## src/rtl/bcdx3_pkg.sv

```systemverilog
package bcdx3_pkg;

    // One-bit full-adder result
    typedef struct packed {
        logic cout;
        logic sum;
    } fa_t;

    function automatic fa_t full_add(input logic a, input logic b, input logic c);
        fa_t r;
        r.sum  = a ^ b ^ c;
        r.cout = (a & b) | (a & c) | (b & c);
        return r;
    endfunction

endpackage

```

## src/rtl/bcdx3_bit_slot.sv

```systemverilog
// Bit-position counter inside a digit, plus a registered bit-0 marker.
module bcdx3_bit_slot #(
    parameter int DIGIT_W = 4,
    localparam int POS_W  = (DIGIT_W > 1) ? $clog2(DIGIT_W) : 1
) (
    input  logic             clk,
    input  logic             rst,
    output logic [POS_W-1:0] pos_q,
    output logic             last_bit,
    output logic             first_q
);
    localparam logic [POS_W-1:0] LAST = POS_W'(DIGIT_W - 1);

    typedef struct packed {
        logic [POS_W-1:0] pos;
        logic             first;
    } slot_t;

    slot_t s_d, s_q;

    always_comb begin
        s_d       = s_q;
        s_d.pos   = (s_q.pos == LAST) ? '0 : s_q.pos + 1'b1;
        s_d.first = (s_q.pos == '0);
    end

    always_ff @(posedge clk) begin
        if (rst) begin
            s_q <= '0;
        end else begin
            s_q <= s_d;
        end
    end

    assign pos_q    = s_q.pos;
    assign last_bit = (s_q.pos == LAST);
    assign first_q  = s_q.first;
endmodule

```

## src/rtl/bcdx3_bias_sel.sv

```systemverilog
// Picks the bit of the constant addend that belongs to the current position.
module bcdx3_bias_sel #(
    parameter int                 DIGIT_W = 4,
    parameter logic [DIGIT_W-1:0] BIAS    = 3,
    localparam int                POS_W   = (DIGIT_W > 1) ? $clog2(DIGIT_W) : 1
) (
    input  logic [POS_W-1:0] pos,
    output logic             bias_bit
);
    assign bias_bit = BIAS[pos];
endmodule

```

## src/rtl/bcdx3_serial_adder.sv

```systemverilog
// Serial adder: the output bit and the carry are both Moore state.
module bcdx3_serial_adder
    import bcdx3_pkg::*;
(
    input  logic clk,
    input  logic rst,
    input  logic x_bit,
    input  logic bias_bit,
    input  logic last_bit,
    output logic z_q,
    output logic carry_q
);
    typedef struct packed {
        logic carry;
        logic z;
    } add_t;

    add_t a_d, a_q;
    fa_t  fa;

    always_comb begin
        fa        = full_add(x_bit, bias_bit, a_q.carry);
        a_d.z     = fa.sum;
        // drop the carry out of the top bit: modulo-2^DIGIT_W result
        a_d.carry = last_bit ? 1'b0 : fa.cout;
    end

    always_ff @(posedge clk) begin
        if (rst) begin
            a_q <= '0;
        end else begin
            a_q <= a_d;
        end
    end

    assign z_q     = a_q.z;
    assign carry_q = a_q.carry;
endmodule

```

## src/rtl/bcdx3_converter.sv

```systemverilog
module bcdx3_converter #(
    parameter int                 DIGIT_W = 4,
    parameter logic [DIGIT_W-1:0] BIAS    = 3
) (
    input  logic clk,
    input  logic rst,
    input  logic x_in,
    output logic z_out,
    output logic digit_first
);
    localparam int POS_W = (DIGIT_W > 1) ? $clog2(DIGIT_W) : 1;

    logic [POS_W-1:0] pos_q;
    logic             last_bit;
    logic             bias_bit;
    logic             carry_q;

    bcdx3_bit_slot #(.DIGIT_W(DIGIT_W)) u_slot (
        .clk      (clk),
        .rst      (rst),
        .pos_q    (pos_q),
        .last_bit (last_bit),
        .first_q  (digit_first)
    );

    bcdx3_bias_sel #(.DIGIT_W(DIGIT_W), .BIAS(BIAS)) u_bias (
        .pos      (pos_q),
        .bias_bit (bias_bit)
    );

    bcdx3_serial_adder u_add (
        .clk      (clk),
        .rst      (rst),
        .x_bit    (x_in),
        .bias_bit (bias_bit),
        .last_bit (last_bit),
        .z_q      (z_out),
        .carry_q  (carry_q)
    );
endmodule

```

## config.mk

```make
export PLATFORM = sky130hd
export DESIGN_NAME = bcdx3_converter
export DESIGN_NICKNAME = d
export VERILOG_FILES = /design/src/rtl/bcdx3_pkg.sv /design/src/rtl/bcdx3_bit_slot.sv /design/src/rtl/bcdx3_bias_sel.sv /design/src/rtl/bcdx3_serial_adder.sv /design/src/rtl/bcdx3_converter.sv
export SDC_FILE = /design/constraint.sdc
export NUM_CORES = 1
export LEC_CHECK = 0
export BUFFER_PORTS_ARGS = -buffer_cell sky130_fd_sc_hd__buf_2
export CORE_AREA = 2 2 39 41
export DETAILED_ROUTE_END_ITERATION = 12
export DIE_AREA = 0 0 41 43
export PLACE_DENSITY = 0.4
export SLEW_MARGIN = 25
export SYNTH_ARGS = -nofsm -noshare
export SYNTH_HDL_FRONTEND = slang
export SYNTH_SLANG_ARGS = --single-unit
```

## constraint.sdc

```tcl
create_clock -name clk -period 1.4 [get_ports clk]
set_input_delay 0.35 -clock clk [delete_from_list [all_inputs] [get_ports clk]]
set_output_delay 0.35 -clock clk [all_outputs]
set_load 0.01 [all_outputs]
```

==> impl_metrics.env <==
export IMPL_status="finished clean"
export IMPL_maxSlewHeadroom=0.898
export IMPL_clkLatencyLatePin_ps=240
export IMPL_drt_drc_violations_left=0
export IMPL_cts_made_buffers=3
export IMPL_worst_hold_path_num_cells=2
export IMPL_grt_pass1_vias=143
export IMPL_wirelength_microns=315
export IMPL_hold_class="in -> reg"
export IMPL_cts_htree_levels=1
export IMPL_design_core_area_sq_um=1380
export IMPL_largest_fanout_on_the_critical_path=1
export IMPL_required_ps=1050
export IMPL_skew_ps=3.51
export IMPL_tritoncts="done"
export IMPL_worstSetupStartpointType="register"
export IMPL_cpLargestDelayFamily="flip-flops"
export IMPL_floorplan_die_width_microns=41
export IMPL_antenna_found_initial=0
export IMPL_netlist_cell_type_count=8
export IMPL_detailroute_via_count=135
export IMPL_finalWorstPathRequiredPeriod_ps=1010
export IMPL_portBuffers=4
export IMPL_ys_seq_elements=5
export IMPL_cts_repair_resize_count=0
export IMPL_nFillCells=157
export IMPL_finalHoldViolations=0
export IMPL_mostFrequentLayoutCells="5 x dfxtp_1, 4 x inv_1, 4 x buf_2"
export IMPL_tightest_slew_ps=151
export IMPL_detail_routed_net_length_per_standard_cell_microns=7.68
export IMPL_total_leakage_power_uw=0.000121
export IMPL_worst_setup_path_type="reg -> out"
export IMPL_fmax_ghz=0.991
export IMPL_postSynthCellCount=17
export IMPL_ir_drop_v=0.000574
export IMPL_post_route_period_util=0.721
export IMPL_fin_setup_tns_ps=0
export IMPL_most_frequent_standard_cell_in_the_layout_excluding_fill_and_tap_cells="dfxtp_1"
export IMPL_ys_warnings_count=0
export IMPL_ctsHoldBuffers=0
export IMPL_io_pins=5
export IMPL_root_buffer="clkbuf_4"
export IMPL_slowest_stage="dfxtp_1"
export IMPL_grt_remaining_overflow=0
export IMPL_grt_setup_unrepaired="no"
export IMPL_r2r_worst_path_cells=2
export IMPL_drt_iter0_markers=0
export IMPL_pin_count_of_the_biggest_net_entering_global_routing=6
export IMPL_hold_path_endpoint="u_add.z_q$_SDFF_PP0_"
export IMPL_route_detailed_vias_per_inst=3.29
export IMPL_num_antenna_cells=0
export IMPL_design_die_area_sq_um=1760
export IMPL_ff_to_ff_end="u_add.carry_q$_SDFF_PP0_"
export IMPL_maxCapViolCount=0
export IMPL_finalWeightedCongestion=0.562
export IMPL_count_of_buffers_added_by_post_cts_timing_repair_for_setup=0
export IMPL_clockBufferDepth=2
export IMPL_postLayoutCoreUtil=0.187
export IMPL_nNetsFinal=32
export IMPL_drt_antenna_violating_nets=0
export IMPL_report_final_slew_viol_count=0
export IMPL_critical_path_endpoint_type="primary output"
export IMPL_die_h_microns=43
export IMPL_initial_util=0.139
export IMPL_grt_first_pass_wirelength_microns=565
export IMPL_final_layout_size_suffix_gt1_frac=0.320
export IMPL_synth_yosys_seq_area_share=0.519
export IMPL_critPathMaxStageDelay_ps=290
export IMPL_path_clk_slew_ps=50
export IMPL_crit_path_cell_trace="buf_2"
export IMPL_setup_viol_count_final=0
export IMPL_fin_cells=41
export IMPL_count_of_placed_standard_cells_including_taps=37
export IMPL_first_pass_iters=1
export IMPL_finalInstanceArea_sq_um=259
export IMPL_cts_sinks=5
export IMPL_syn_cell_area_sq_um=193
export IMPL_grt_util_all_layers=0.0584
export IMPL_syn_mean_instance_area_sq_um=11.3
export IMPL_area_growth_syn_to_layout_pct=34.4
export IMPL_min_from="rst"
export IMPL_synth_net_count=23
export IMPL_row_count=14
export IMPL_timing_reg2reg_setup_slack_ps=420
export IMPL_arrival_ps=660
export IMPL_power_density_nw_per_um2=1530
export IMPL_dpl_instance_area_sq_um=233
export IMPL_reg2reg_from="u_slot.pos_q[1]$_SDFF_PP0_"
export IMPL_critical_path_n_buffers_inverters=1
-- registers in the layout, summed over array words and instances, names as in the netlist --
name	count
u_slot.first_q	1
u_add.carry_q	1
u_add.z_q	1
u_slot.pos_q	2
-- layout make-up --
cell class                      count  area (sq um)  area share
Clock buffer                        4          26.3       0.101
Inverter                            4          15.0      0.0580
Sequential cell                     5           100       0.386
Tap cell                           16          20.0      0.0773
Timing Repair Buffer                4          20.0      0.0773
Multi-Input combinational cell      8          77.6       0.300
-- synth_stat cells --
master,instances,area share
dfxtp_1,5,0.52
fa_1,1,0.10
ha_1,2,0.13
inv_1,4,0.078
nor2_1,1,0.019
nor2b_1,1,0.032
nor3_1,2,0.052
nor3b_2,1,0.065
-- worst max path at each step --
stage                     cells after the start              endpoint  slack (ps)                      start
final                                         1           digit_first         390  u_slot.first_q$_SDFF_PP0_
after floorplan                               3  u_add.z_q$_SDFF_PP0_         350                       x_in
after global placement                        4  u_add.z_q$_SDFF_PP0_         250                       x_in
after detailed placement                      4  u_add.z_q$_SDFF_PP0_         240                       x_in
after global routing                          1                 z_out         350       u_add.z_q$_SDFF_PP0_
after CTS                                     1                 z_out         370       u_add.z_q$_SDFF_PP0_
-- routing by layer --
layer / up-vias / routed length [microns] / track usage
met5: - / 0 / 0
li1: 66 / - / -
met4: 0 / 0 / 0.0200
met2: 8 / 139 / 0.0688
met3: 0 / 60 / 0.0942
met1: 61 / 114 / 0.0487
-- cell families (layout without fill, tap and decap cells) --
group | after synthesis | in the layout | share of synthesized area
buffers and inverters | 4 | 12 | 0.0779
AND/OR/NAND/NOR | 5 | 5 | 0.169
flip-flops | 5 | 5 | 0.520
adder cells (fa/ha/maj) | 3 | 3 | 0.234
-- stage by stage --
stage          setup WS (ps)  power, uW  hold WS [ps]
2_1_floorplan            347        210           417
3_3_place_gp             253        225           441
3_5_place_dp             241        230           474
4_1_cts                  371        412           319
5_1_grt                  345        440           331
6_report                 391        395           330
-- where the power goes --
group	switching (uW)	total (uW)	internal (uW)
combinational	25.4	52.7	27.2
clock	61.5	169	108
sequential	9.69	173	163
total	96.6	395	299
(Power assumes the default switching activity.)
